**src/rtl/dsq_pkg.sv**
```systemverilog
package dsq_pkg;
  localparam int ID_W   = 16;
  localparam int ADDR_W = 64;
  localparam int LEN_W  = 32;
  localparam int NSEM   = 4;
  localparam int SEM_W  = 32;
  localparam int CODE_W = 16;

  localparam int CMD_FORCE = 7;
  localparam int CMD_RESP  = 4;
  localparam int CMD_BULK  = 3;
  localparam int SEM_EN    = 31;
  localparam int SEM_PRE   = 22;
  localparam int BELL_EN   = 7;

  localparam logic [CODE_W-1:0] CC_OK        = 16'd0;
  localparam logic [CODE_W-1:0] CC_BAD_TYPE  = 16'd1;
  localparam logic [CODE_W-1:0] CC_MULTI_PRE = 16'd2;

  typedef struct packed {
    logic [ID_W-1:0]            rid;
    logic [7:0]                 seq;
    logic [7:0]                 cmd;
    logic [ADDR_W-1:0]          src;
    logic [ADDR_W-1:0]          dst;
    logic [LEN_W-1:0]           len;
    logic [ADDR_W-1:0]          bell_addr;
    logic [7:0]                 bell_attr;
    logic [31:0]                bell_data;
    logic [NSEM-1:0][SEM_W-1:0] sem;
  } dsq_desc_t;

  localparam int DESC_W = $bits(dsq_desc_t);

  typedef enum logic [3:0] {
    ST_IDLE, ST_CHK, ST_PRE_GO, ST_PRE_WT, ST_DMA_GO, ST_DMA_WT,
    ST_POST, ST_POST_GO, ST_POST_WT, ST_BELL_GO, ST_BELL_WT,
    ST_RESP, ST_END
  } dsq_state_e;
endpackage

```
**src/rtl/dsq_decode.sv**
```systemverilog
module dsq_decode
  import dsq_pkg::*;
(
  input  dsq_desc_t          d_i,
  output logic               illegal_o,
  output logic [CODE_W-1:0]  code_o,
  output logic               has_pre_o,
  output logic [SEM_W-1:0]   pre_word_o,
  output logic [NSEM-1:0]    post_mask_o
);
  logic [NSEM-1:0] pre_mask;
  logic            bad_type, multi_pre;

  for (genvar k = 0; k < NSEM; k++) begin : g_slot
    assign pre_mask[k]    = d_i.sem[k][SEM_EN] &  d_i.sem[k][SEM_PRE];
    assign post_mask_o[k] = d_i.sem[k][SEM_EN] & ~d_i.sem[k][SEM_PRE];
  end

  always_comb begin
    pre_word_o = '0;
    for (int k = 0; k < NSEM; k++)
      if (pre_mask[k]) pre_word_o = pre_word_o | d_i.sem[k];
  end

  assign bad_type  = (d_i.cmd[1:0] == 2'd3);
  assign multi_pre = ($countones(pre_mask) > 1);
  assign has_pre_o = |pre_mask;
  assign illegal_o = bad_type | multi_pre;
  // type error outranks presync error
  assign code_o    = bad_type ? CC_BAD_TYPE : (multi_pre ? CC_MULTI_PRE : CC_OK);
endmodule

```
**src/rtl/dsq_msi_gate.sv**
```systemverilog
module dsq_msi_gate (
  input  logic retire_i,
  input  logic force_bit_i,
  input  logic force_en_i,
  input  logic resp_bit_i,
  input  logic resp_en_i,
  output logic msi_o
);
  assign msi_o = retire_i & ((force_bit_i & force_en_i) | (resp_bit_i & resp_en_i));
endmodule

```
**src/rtl/dma_req_sequencer.sv**
```systemverilog
module dma_req_sequencer
  import dsq_pkg::*;
(
  input  logic                  clk_i,
  input  logic                  rst_ni,
  input  logic                  desc_valid_i,
  input  logic [DESC_W-1:0]     desc_i,
  output logic                  desc_ready_o,
  input  logic                  force_msi_en_i,
  input  logic                  resp_msi_en_i,
  output logic                  dma_start_o,
  output logic [1:0]            dma_dir_o,
  output logic                  dma_bulk_o,
  output logic [ADDR_W-1:0]     dma_src_o,
  output logic [ADDR_W-1:0]     dma_dst_o,
  output logic [LEN_W-1:0]      dma_len_o,
  input  logic                  dma_done_i,
  output logic                  sem_start_o,
  output logic [SEM_W-1:0]      sem_cmd_o,
  input  logic                  sem_done_i,
  output logic                  db_start_o,
  output logic [ADDR_W-1:0]     db_addr_o,
  output logic [31:0]           db_data_o,
  output logic [1:0]            db_size_o,
  input  logic                  db_done_i,
  output logic                  resp_valid_o,
  output logic [ID_W-1:0]       resp_id_o,
  output logic [CODE_W-1:0]     resp_code_o,
  input  logic                  resp_ready_i,
  output logic                  msi_o
);
  localparam int SEL_W = (NSEM > 1) ? $clog2(NSEM) : 1;
  localparam int IDX_W = SEL_W + 1;

  dsq_state_e          st_q, st_d, tail;
  dsq_desc_t           d_q;
  logic [IDX_W-1:0]    idx_q;
  logic [SEL_W-1:0]    sel;
  logic                post_end, want_resp, bell_en, xfer_on;
  logic                illegal, has_pre;
  logic [CODE_W-1:0]   code;
  logic [SEM_W-1:0]    pre_word;
  logic [NSEM-1:0]     post_mask;

  dsq_decode u_decode (
    .d_i         (d_q),
    .illegal_o   (illegal),
    .code_o      (code),
    .has_pre_o   (has_pre),
    .pre_word_o  (pre_word),
    .post_mask_o (post_mask)
  );

  assign sel       = idx_q[SEL_W-1:0];
  assign post_end  = (idx_q == IDX_W'(NSEM));
  assign want_resp = d_q.cmd[CMD_RESP];
  assign bell_en   = d_q.bell_attr[BELL_EN];
  assign xfer_on   = (d_q.cmd[1:0] != 2'd0);
  assign tail      = want_resp ? ST_RESP : ST_END;

  always_comb begin
    st_d = st_q;
    unique case (st_q)
      ST_IDLE:    if (desc_valid_i) st_d = ST_CHK;
      ST_CHK: begin
        if (illegal)      st_d = tail;
        else if (has_pre) st_d = ST_PRE_GO;
        else if (xfer_on) st_d = ST_DMA_GO;
        else              st_d = ST_POST;
      end
      ST_PRE_GO:  st_d = ST_PRE_WT;
      ST_PRE_WT:  if (sem_done_i) st_d = xfer_on ? ST_DMA_GO : ST_POST;
      ST_DMA_GO:  st_d = ST_DMA_WT;
      ST_DMA_WT:  if (dma_done_i) st_d = ST_POST;
      ST_POST: begin
        if (post_end)            st_d = bell_en ? ST_BELL_GO : tail;
        else if (post_mask[sel]) st_d = ST_POST_GO;
      end
      ST_POST_GO: st_d = ST_POST_WT;
      ST_POST_WT: if (sem_done_i) st_d = ST_POST;
      ST_BELL_GO: st_d = ST_BELL_WT;
      ST_BELL_WT: if (db_done_i) st_d = tail;
      ST_RESP:    if (resp_ready_i) st_d = ST_END;
      ST_END:     st_d = ST_IDLE;
      default:    st_d = ST_IDLE;
    endcase
  end

  always_ff @(posedge clk_i or negedge rst_ni) begin
    if (!rst_ni) begin
      st_q  <= ST_IDLE;
      d_q   <= '0;
      idx_q <= '0;
    end else begin
      st_q <= st_d;
      if (st_q == ST_IDLE) begin
        idx_q <= '0;
        if (desc_valid_i) d_q <= dsq_desc_t'(desc_i);
      end else if ((st_q == ST_POST && !post_end && !post_mask[sel]) ||
                   (st_q == ST_POST_WT && sem_done_i)) begin
        idx_q <= idx_q + IDX_W'(1);
      end
    end
  end

  assign desc_ready_o = (st_q == ST_IDLE);

  assign dma_start_o = (st_q == ST_DMA_GO);
  assign dma_dir_o   = d_q.cmd[1:0];
  assign dma_bulk_o  = d_q.cmd[CMD_BULK];
  assign dma_src_o   = d_q.src;
  assign dma_dst_o   = d_q.dst;
  assign dma_len_o   = d_q.len;

  assign sem_start_o = (st_q == ST_PRE_GO) || (st_q == ST_POST_GO);
  assign sem_cmd_o   = (st_q == ST_PRE_GO) ? pre_word : d_q.sem[sel];

  assign db_start_o = (st_q == ST_BELL_GO);
  assign db_addr_o  = d_q.bell_addr;
  assign db_data_o  = d_q.bell_data;
  assign db_size_o  = d_q.bell_attr[1:0];

  assign resp_valid_o = (st_q == ST_RESP);
  assign resp_id_o    = d_q.rid;
  assign resp_code_o  = code;

  dsq_msi_gate u_msi (
    .retire_i    (st_q == ST_END),
    .force_bit_i (d_q.cmd[CMD_FORCE]),
    .force_en_i  (force_msi_en_i),
    .resp_bit_i  (want_resp),
    .resp_en_i   (resp_msi_en_i),
    .msi_o       (msi_o)
  );

  AST_BUSY_NOT_READY: assert property (@(posedge clk_i) disable iff (!rst_ni)
    (desc_valid_i && desc_ready_o) |=> !desc_ready_o);
  AST_ONE_START: assert property (@(posedge clk_i) disable iff (!rst_ni)
    $onehot0({dma_start_o, sem_start_o, db_start_o}));
  AST_START_PULSE: assert property (@(posedge clk_i) disable iff (!rst_ni)
    (dma_start_o || sem_start_o || db_start_o) |=> !(dma_start_o || sem_start_o || db_start_o));
  AST_NO_START_BUSY_IDLE: assert property (@(posedge clk_i) disable iff (!rst_ni)
    desc_ready_o |-> !(dma_start_o || sem_start_o || db_start_o || resp_valid_o));
  AST_DMA_TYPE_LEGAL: assert property (@(posedge clk_i) disable iff (!rst_ni)
    dma_start_o |-> (dma_dir_o == 2'd1 || dma_dir_o == 2'd2));
  AST_RESP_HOLD: assert property (@(posedge clk_i) disable iff (!rst_ni)
    (resp_valid_o && !resp_ready_i) |=> (resp_valid_o && $stable(resp_id_o) && $stable(resp_code_o)));
  AST_MSI_PULSE: assert property (@(posedge clk_i) disable iff (!rst_ni)
    msi_o |=> !msi_o);
endmodule

```
**config.mk**
```make
export PLATFORM = sky130hd
export DESIGN_NAME = dma_req_sequencer
export DESIGN_NICKNAME = d
export VERILOG_FILES = /design/src/rtl/dsq_pkg.sv /design/src/rtl/dsq_decode.sv /design/src/rtl/dsq_msi_gate.sv /design/src/rtl/dma_req_sequencer.sv
export SDC_FILE = /design/constraint.sdc
export NUM_CORES = 1
export LEC_CHECK = 0
export ABC_AREA = 1
export BUFFER_PORTS_ARGS = -buffer_cell sky130_fd_sc_hd__buf_2
export CAP_MARGIN = 15
export CORE_AREA = 10 10 293 295
export CTS_CLUSTER_DIAMETER = 30
export CTS_CLUSTER_SIZE = 12
export DETAILED_ROUTE_END_ITERATION = 8
export DIE_AREA = 0 0 303 305
export GPL_TIMING_DRIVEN = 1
export PLACE_DENSITY = 0.56
export SYNTH_ARGS = -nofsm -noshare
export SYNTH_HDL_FRONTEND = slang
export SYNTH_SLANG_ARGS = --single-unit
```
**constraint.sdc**
```tcl
create_clock -name clk_i -period 2.2 [get_ports clk_i]
set_input_delay 0.44 -clock clk_i [delete_from_list [all_inputs] [get_ports clk_i]]
set_output_delay 0.44 -clock clk_i [all_outputs]
set_load 0.01 [all_outputs]
```
* Yosys cells after proc, flatten, opt, wreduce, memory -nomap -nowiden
Cells that the tools add are included.
Cells by class: add/sub/neg operators 4, bitwise operators 20, equal/unequal tests 21, magnitude comparators 2, muxes and demuxes 27, reductions and logical operators 13
Operators by type and width (number):
- two-way mux 32 bit | 6
- OR 32 bit | 3
- binary-select mux 32 bit (select 2 bit) | 1
- case mux 4 bit (12 select lines) | 1
- two-way mux 4 bit | 9
- adder 32 bit | 1
- greater-than comparator 32 x 2 -> 1 bit (second input constant) | 1
- equality test 4 bit (second input constant) | 5
- equality test 4 x 3 -> 1 bit (second input constant) | 4
- two-way mux 16 bit | 1
- two-way mux 3 bit | 5
- bitwise AND 1 bit | 11
- != test 2 bit (second input constant) | 5
- equality test 4 x 2 -> 1 bit (second input constant) | 2
- AND reduction 7 bit | 1
- adder 1 x 1 -> 2 bit | 2
- equality test 4 x 1 -> 1 bit (second input constant) | 1
- logical NOT 4 bit | 1
- two-way mux 2 bit | 2
- inverter 1 bit | 4
- nonzero test 2 bit | 2
- OR reduction 4 bit | 1
- adder 3 x 1 -> 3 bit (second input constant) | 1
- equality test 3 bit (second input constant) | 1
- other kinds (11) | 16
Word-level totals: logic and storage cells 101, bits in registers 423, input bits 433

* Depth between registers and ports, before layout
Gate-level depths: netlist of run 1.
word-level depth 9, mapped depth 15, depth with buffers taken out 14

* By module
Synthesis of run 1 repeated with hierarchy kept, for this count alone.
Unflattened totals: cells, all modules 2813, area, all modules 22096.2 µm²
By module, submodules not included:
- dma_req_sequencer | area each 20473.4 µm², times used 1, cells an instance 2470
- dsq_decode | area each 1602.8 µm², times used 1, cells an instance 339
- dsq_msi_gate | area each 20.0 µm², times used 1, cells an instance 4

* Worst setup path before layout of run 1
Ideal clock, no wire load.
kind flip-flop to output port, from reg d_q[63] (netlist bit), to out resp_code_o[1], arrival 1912 ps, buffers on the path 1, setup slack -152 ps, stages on the path, launching flop included 9, cell sequence dfrtp_1 nand2_1 buf_1 ha_1 o21ai_0 a21oi_1 fa_1 nor2_1 nor2_1
Between the ends: cells in the longest elaborated chain, start to end 6
Ends and longest elaborated chain:
- from (decl) | line dma_req_sequencer.sv:36 | dsq_desc_t d_q;
- from (signal assigned) | line dma_req_sequencer.sv:98 | if (desc_valid_i) d_q <= dsq_desc_t'(desc_i);
- bitwise AND 1 bit | line dsq_decode.sv:15 | assign pre_mask[k] = d_i.sem[k][SEM_EN] & d_i.sem[k][SEM_PRE];
- adder 1 x 1 -> 2 bit (not written as such) | line dsq_decode.sv:26 | assign multi_pre = ($countones(pre_mask) > 1);
- adder 32 bit (not written as such) | line dsq_decode.sv:26
- greater-than comparator 32 x 2 -> 1 bit | line dsq_decode.sv:26
- two-way mux 2 bit | line dsq_decode.sv:30 | assign code_o = bad_type ? CC_BAD_TYPE : (multi_pre ? CC_MULTI_PRE : CC_OK);
- two-way mux 16 bit | line dsq_decode.sv:30
- to (decl) | line dma_req_sequencer.sv:28 | output logic [CODE_W-1:0] resp_code_o,
No other way between the ends.

* Worst setup path in the final report of run 1
Ends and elaborated chain as after synthesis.

==> flow_metrics.tcl, run 1 <==
set metrics [dict create \
    detail_route.vias_per_cell 4.30 \
    cell_family_with_the_largest_share_of_critical_path_delay "adder cells" \
    floorplan.die.height_um 305 \
    drc 0 \
    top_fanout_value_on_the_critical_path 2 \
    register_area_sq_um 10400 \
    required_ns 1.76 \
    cts_inserted_buffers 112 \
    fillerInstances 7412 \
    synth.lib_cells_used.distinct 33 \
    globalRouteOverflowTotal 0 \
    detail_route.first_pass.iterations 5 \
    vias 16800 \
    timing.final.crit_share_pct 125 \
    clk_root_buffer_cell "sky130_fd_sc_hd__clkbuf_16" \
    finalWorstPathRequiredPeriod_ns 2.74 \
    cell_leakage_power_nw 15.5 \
    cts.reportedPaths.clkPinSlew_ns 0.05 \
    floorplan.die_area_sq_um 92400 \
    layout_setup_ws_ns -0.541 \
    syn_avg_cell_area_sq_um 11.6 \
    clock-sinks 415 \
    finClkSkew_ns 0.0202 \
    drive_above_1_share_pct 52.1 \
    setup.worst_path.class "reg -> out" \
    dieWidth_um 303 \
    fin_cells 3903 \
    power-per-cell-area_nw_per_um2 1630 \
    synth.yosys.warnings 0 \
    grt_pass1_wl_um 118000 \
    grtUsageTotal_pct 16.5 \
    clock_tree_buf_depth 3 \
    drt-total-wl_um 79600 \
    finalSetupTns_ns -13.95 \
    via_count_of_the_first_global_routing_pass 18900 \
    multi_input_logic_area_sq_um 7820 \
    drtAntennaViolNets 0 \
    synth-seq-area-share_pct 49.7 \
    h-tree-depth 3 \
    floorplan.core_area_sq_um 79900 \
    wl_per_cell_um 20.4 \
    clock.fmax_mhz 365 \
    io_pins 764 \
    ys_seq_elements 415 \
    netlist_area_sq_um 20900 \
    antenna_found_initial 9 \
    initialDrtViolationCount 934 \
    timing.critical_path.cells "nand2_2 > ha_4 > o21ai_2 > a21oi_2 > fa_1 > nor2_2 > nor2_1 > buf_2" \
    peakVddDrop_uv 860 \
    rows 104 \
    pin_count_of_the_biggest_net_entering_global_routing 56 \
    violations "setup timing" \
    dp.cells 3295 \
    worst_ep_arrival_time_ns 2.30 \
    placer_s_final_routability_congestion_estimate 0.835 \
    postSynthCellCount 1799 \
    grt_setup_unrepaired "true" \
    r2r_setup_slack_ns -0.01 \
    totalPowerFinal_mw 53.7 \
    max_cap_viols 0 \
    worst_hold_path_type "in -> reg" \
    cts_tree "done" \
    crit_path_start_kind "flop" \
    final-setup-viol-count 36 \
    crit_path_top_delay_cell "sky130_fd_sc_hd__fa_1" \
    report.final.hold_viol_count 0 \
    critPathMaxStageDelay_ns 0.44 \
    flow.area_growth_from_synthesis_pct 58.0 \
    finalMaxSlewViolations 0 \
    outcome "finished with violations" \
    design.final.nets 3178 \
    timing.critical_path.to_type "output pin" \
    buffer_ports.inserted 733 \
    critical_path_buf_inv_count 1 \
    clk_latency_ns 0.66 \
    dp.final_hpwl_um 52500 \
    start_util_pct 26.2 \
]
power breakdown:
| part | internal (mW) | switching [mW] |
|---|---|---|
| sequential | 11.6 | 2.43 |
| clock | 12.2 | 5.22 |
| combinational | 11.1 | 11.2 |
worst register-to-register path: stages (launching register included):
cell	delay, ns
sky130_fd_sc_hd__dfrtp_1	0.36
sky130_fd_sc_hd__nand2_2	0.09
sky130_fd_sc_hd__ha_4	0.27
sky130_fd_sc_hd__o21ai_2	0.05
sky130_fd_sc_hd__a21oi_2	0.11
sky130_fd_sc_hd__fa_1	0.44
sky130_fd_sc_hd__nor2_2	0.14
sky130_fd_sc_hd__buf_4	0.14
sky130_fd_sc_hd__nand2_4	0.08
sky130_fd_sc_hd__nand2_4	0.08
sky130_fd_sc_hd__nand3_2	0.07
sky130_fd_sc_hd__nand2_2	0.07
sky130_fd_sc_hd__nand3_2	0.09
sky130_fd_sc_hd__nand2_2	0.08
sky130_fd_sc_hd__nand2_2	0.04
worst paths after layout:
path                                              to  cells past startpoint                      from
max                                   resp_code_o[1]                      8       d_q[63]$_DFFE_PN0P_
min                              d_q[69]$_DFFE_PN0P_                      3                desc_i[69]
max reg2reg                      st_q[1]$_DFFE_PN0P_                     14       d_q[63]$_DFFE_PN0P_
min reg2reg                 dma_len_o[3]$_DFFE_PN0P_                      1  dma_len_o[3]$_DFFE_PN0P_
max in group asynchronous  dma_src_o[54]$_DFFE_PN0P_                      3                    rst_ni
min in group asynchronous        d_q[41]$_DFFE_PN0P_                      2                    rst_ni
cell families (layout without fill, tap and decap cells):
group	count (synthesis)	count (layout)	share of synthesized area, %
flip-flops	415	415	49.7
buffers and inverters	508	1534	16.5
XOR/XNOR	1	1	0.0419
other	1	19	0.0179
AO/OA/AOI/OAI	360	360	9.40
multiplexers	310	310	20.3
AND/OR/NAND/NOR	200	200	3.84
adder cells (fa/ha/maj)	4	4	0.275
sequential cells by signal (all words and copies together), names as in the netlist:
signal      cells
dma_src_o      64
st_q            4
bell_en         1
dma_bulk_o      1
dma_dst_o      64
db_addr_o      64
dma_dir_o       2
idx_q           3
resp_id_o      16
dma_len_o      32
db_size_o       2
db_data_o      32
d_q           130
layout by cell type, fill, tap and decap left out, drive strengths merged, types with 14 or more instances in the layout:
master / n
a21oi: 126
a32oi: 30
buf: 842
bufinv: 19
clkbuf: 145
clkinv: 34
clkinvlp: 16
conb: 14
dfrtp: 415
dlygate4sd3: 358
inv: 120
mux2: 310
nand2: 155
nand3: 18
nor2: 23
o21ai: 170
o22ai: 30
synthesized netlist by cell type, drive strengths merged:
| master | n | area [sq um] |
|---|---|---|
| o21ai | 170 | 851 |
| o21bai | 1 | 7.51 |
| mux2 | 310 | 4240 |
| nand4 | 2 | 12.5 |
| and2 | 1 | 6.26 |
| o22ai | 30 | 188 |
| inv | 120 | 450 |
| a32oi | 30 | 263 |
| nor3 | 1 | 5.00 |
| a2111oi | 1 | 8.76 |
| o31ai | 1 | 7.51 |
| nand2 | 155 | 584 |
| nand3 | 18 | 90.1 |
| clkinv | 1 | 3.75 |
| clkbuf | 34 | 128 |
| a21oi | 126 | 631 |
| buf | 353 | 2860 |
| ha | 3 | 37.5 |
| conb | 1 | 3.75 |
| o2111ai | 1 | 8.76 |
| fa | 1 | 20.0 |
| nor2 | 23 | 104 |
| dfrtp | 415 | 10400 |
| xor2 | 1 | 8.76 |
through the flow:
stage,setup WS [ns],hold WS (ns),cell area (sq um),util [%]
2_1_floorplan,0.0168,0.144,21000,-
3_5_place_dp,0.00155,0.392,23800,29.8
6_report,-0.541,0.0448,33000,41.3
3_3_place_gp,-0.0499,0.390,23800,29.8
4_1_cts,-0.658,0.000556,32400,40.6
5_1_grt,-0.657,0.0167,33000,41.3
timing repair:
item / in CTS / in global routing
gates resized for setup: 122 / 128
pin swaps: 26 / 29
setup buffers: 13 / 9
endpoints found under the setup margin: 42 / 44
hold buffers: 358 / 0
cloned: 13 / 1
hold endpoints to repair: 388 / 0
routing by layer:
layer | vias to the layer above | part of all wire, % | global-route usage [%]
met2 | 654 | 51 | 28.4
met5 | - | 0.045 | 0
li1 | 7743 | - | -
met4 | 6 | 3.1 | 6.52
met1 | 8222 | 38 | 18.7
met3 | 170 | 7.6 | 5.31
area by class of cell:
| type | instances | share of cell area [%] |
|---|---|---|
| Timing Repair Buffer | 1201 | 26.8 |
| Clock inverter | 67 | 3.02 |
| Tap cell | 1060 | 4.01 |
| Antenna cell | 5 | 0.0379 |
| Sequential cell | 415 | 31.5 |
| Clock buffer | 144 | 9.46 |
| Multi-Input combinational cell | 889 | 23.7 |
| Inverter | 121 | 1.50 |
| Timing Repair inverter | 1 | 0.0492 |
(Power assumes the default switching activity.)
==> run 2, diff against run 1 <==
--- a/config.mk
+++ b/config.mk
@@ -15,6 +15,7 @@
 export DIE_AREA = 0 0 303 305
 export GPL_TIMING_DRIVEN = 1
 export PLACE_DENSITY = 0.56
+export SKIP_LAST_GASP = 1
 export SYNTH_ARGS = -nofsm -noshare
 export SYNTH_HDL_FRONTEND = slang
 export SYNTH_SLANG_ARGS = --single-unit
==> run 2 against run 1 <==
The run still ends with setup timing left. Die area unchanged. Clock-buffer cell count unchanged. Sequential share of layout area about the same. Critical path depth unchanged. Setup slack got worse by 0.0086 ns. Non-clock buffer count decreased by 1. Largest cell class unchanged.
==> flow_metrics.tcl, run 2 (synthesis gave the netlist of run 1 again) <==
set metrics [dict create \
    outcome "finished with violations" \
    violations "setup timing" \
    largest_register_ff_count 130 \
    cts.reportedPaths.clkPinSlew_ns 0.04 \
    grtUsageTotal_pct 16.5 \
    worst_hold_path_type "in -> reg" \
    grt_setup_unrepaired "true" \
    cell_leakage_power_nw 15.5 \
    postPlaceCellArea_sq_um 23800 \
    initialDrtViolationCount 885 \
    globalRouteOverflowTotal 0 \
    antenna_found_initial 9 \
    timing.critical_path.to_type "output pin" \
    floorplan.core_area_sq_um 79900 \
    clk_root_buffer_cell "sky130_fd_sc_hd__clkbuf_16" \
    layout_commonest_cell "sky130_fd_sc_hd__buf_2" \
    finClkSkew_ns 0.0204 \
    fillerInstances 7420 \
    design_area_sq_um 33000 \
    dp.final_hpwl_um 52500 \
    setup.worst_path.class "reg -> out" \
    final-setup-viol-count 36 \
    r2r_setup_slack_ns 0 \
    clk_latency_ns 0.66 \
    layout_setup_ws_ns -0.549 \
    drc 0 \
    power-per-cell-area_nw_per_um2 1630 \
    start_util_pct 26.2 \
    finalMaxSlewViolations 0 \
    cts_inserted_buffers 112 \
    dieWidth_um 303 \
    multi_input_logic_area_sq_um 7850 \
    cts_tree "done" \
    clock.fmax_mhz 364 \
    register_name_with_the_most_flops "d_q" \
    required_ns 1.76 \
    finalSetupTns_ns -13.68 \
    top_fanout_value_on_the_critical_path 2 \
    commonest_non_fill_non_tap_cells_in_the_layout "714 x sky130_fd_sc_hd__buf_2, 412 x sky130_fd_sc_hd__dfrtp_1, 358 x sky130_fd_sc_hd__dlygate4sd3_1, 200 x sky130_fd_sc_hd__mux2_4, 138 x sky130_fd_sc_hd__o21ai_0" \
    critical_path.startpoint "d_q[63]$_DFFE_PN0P_" \
    floorplan.die_area_sq_um 92400 \
    design.final.nets 3177 \
    placement.setup.worst_slack_ns 0.00155 \
    io_pins 764 \
    timing.final.crit_share_pct 125 \
    rows 104 \
    endpoint "resp_code_o[1]" \
    drt-total-wl_um 79600 \
    register_area_sq_um 10400 \
    rr_endpoint "st_q[3]$_DFFE_PN0P_" \
    clock-sinks 415 \
    placer_s_final_routability_congestion_estimate 0.835 \
    clock_tree_buf_depth 3 \
    worstRegToRegCells 13 \
    wl_per_cell_um 20.4 \
    detail_route.vias_per_cell 4.31 \
    buffer_ports.inserted 733 \
    max_cap_viols 0 \
    drtAntennaViolNets 0 \
    report.final.hold_viol_count 0 \
    pin_count_of_the_biggest_net_entering_global_routing 56 \
    peakVddDrop_uv 800 \
    finalWorstPathRequiredPeriod_ns 2.75 \
    r2r_start "d_q[63]$_DFFE_PN0P_" \
    vias 16800 \
    detail_route.first_pass.iterations 6 \
    via_count_of_the_first_global_routing_pass 18900 \
    grt_pass1_wl_um 118000 \
    drive_above_1_share_pct 52.2 \
    crit_path_start_kind "flop" \
    worst_hold_slack_ns 0.0470 \
    flow.area_growth_from_synthesis_pct 58.0 \
    worst_ep_arrival_time_ns 2.31 \
    post-route-util_pct 41.3 \
    h-tree-depth 3 \
    floorplan.die.height_um 305 \
]
-- run 2: changes by cell type in the layout (fill, tap and decap cells not counted), moves of 2 or more --
cell and change:
sky130_fd_sc_hd__inv_2 +2, sky130_fd_sc_hd__a32oi_4 +2, sky130_fd_sc_hd__o21ai_1 +5, sky130_fd_sc_hd__a21oi_2 -3
sky130_fd_sc_hd__a32oi_2 -3, sky130_fd_sc_hd__nand2_8 -2, sky130_fd_sc_hd__o21ai_2 +3, sky130_fd_sc_hd__buf_4 +2
sky130_fd_sc_hd__buf_6 -3, sky130_fd_sc_hd__o21ai_0 -8, sky130_fd_sc_hd__inv_8 -2, sky130_fd_sc_hd__a21oi_4 +4
-- run 2: final cells by class --
type | instances | area share, %
antenna | 6 | 0.0454
clock buffer | 144 | 9.46
clock inverter | 67 | 3.02
inverter | 121 | 1.45
multi-input combinational | 889 | 23.8
sequential | 415 | 31.5
tap | 1060 | 4.01
timing repair buffer | 1200 | 26.7
timing repair inverter | 1 | 0.0492
-- run 2: repair_timing --
item	CTS	global route
gates cloned	13	2
setup endpoints to repair	42	43
setup buffers	13	7
resized for setup	104	144
pin swaps	25	33
endpoints found under the hold margin	388	0
hold buffers	358	0
-- run 2: through the flow --
stage / instances / power, mW
CTS: 3890 / 52.6
finish: 3903 / 53.8
global route: 3902 / 56.6
floorplan: 1812 / 28.4
detailed placement: 3295 / 32.5
global placement: 3295 / 32.3
-- run 2: worst min path at each step --
stage | cells past startpoint | slack, ns | start | to
after CTS | 3 | 0.0006 | desc_i[87] | d_q[87]$_DFFE_PN0P_
after floorplan | 0 | 0.14 | rst_ni | bell_en$_DFFE_PN0P_
final | 3 | 0.05 | desc_i[18] | d_q[18]$_DFFE_PN0P_
after global placement | 1 | 0.39 | rst_ni | d_q[41]$_DFFE_PN0P_
after detailed placement | 1 | 0.39 | rst_ni | d_q[41]$_DFFE_PN0P_
after global routing | 3 | 0.02 | desc_i[47] | d_q[47]$_DFFE_PN0P_
-- run 2: power by group --
group          switching [mW]  total (mW)  internal, mW  leakage, nW
registers                2.43        14.0          11.6         4.97
clock network            5.23        17.4          12.2         1.97
logic                    11.3        22.4          11.1         8.57
-- run 2: worst max-delay path, cell delays in order (launching register included) --
cell	delay (ns)
sky130_fd_sc_hd__dfrtp_1	0.36
sky130_fd_sc_hd__nand2_2	0.09
sky130_fd_sc_hd__ha_4	0.27
sky130_fd_sc_hd__o21ai_2	0.05
sky130_fd_sc_hd__a21oi_2	0.11
sky130_fd_sc_hd__fa_1	0.44
sky130_fd_sc_hd__nor2_2	0.14
sky130_fd_sc_hd__nor2_1	0.06
sky130_fd_sc_hd__buf_2	0.14
-- run 2: metal layers --
| layer | wire length [um] | global-route usage (%) |
|---|---|---|
| met5 | 33 | 0 |
| met4 | 2630 | 6.53 |
| met3 | 6250 | 5.27 |
| met2 | 40200 | 28.4 |
| met1 | 30500 | 18.8 |
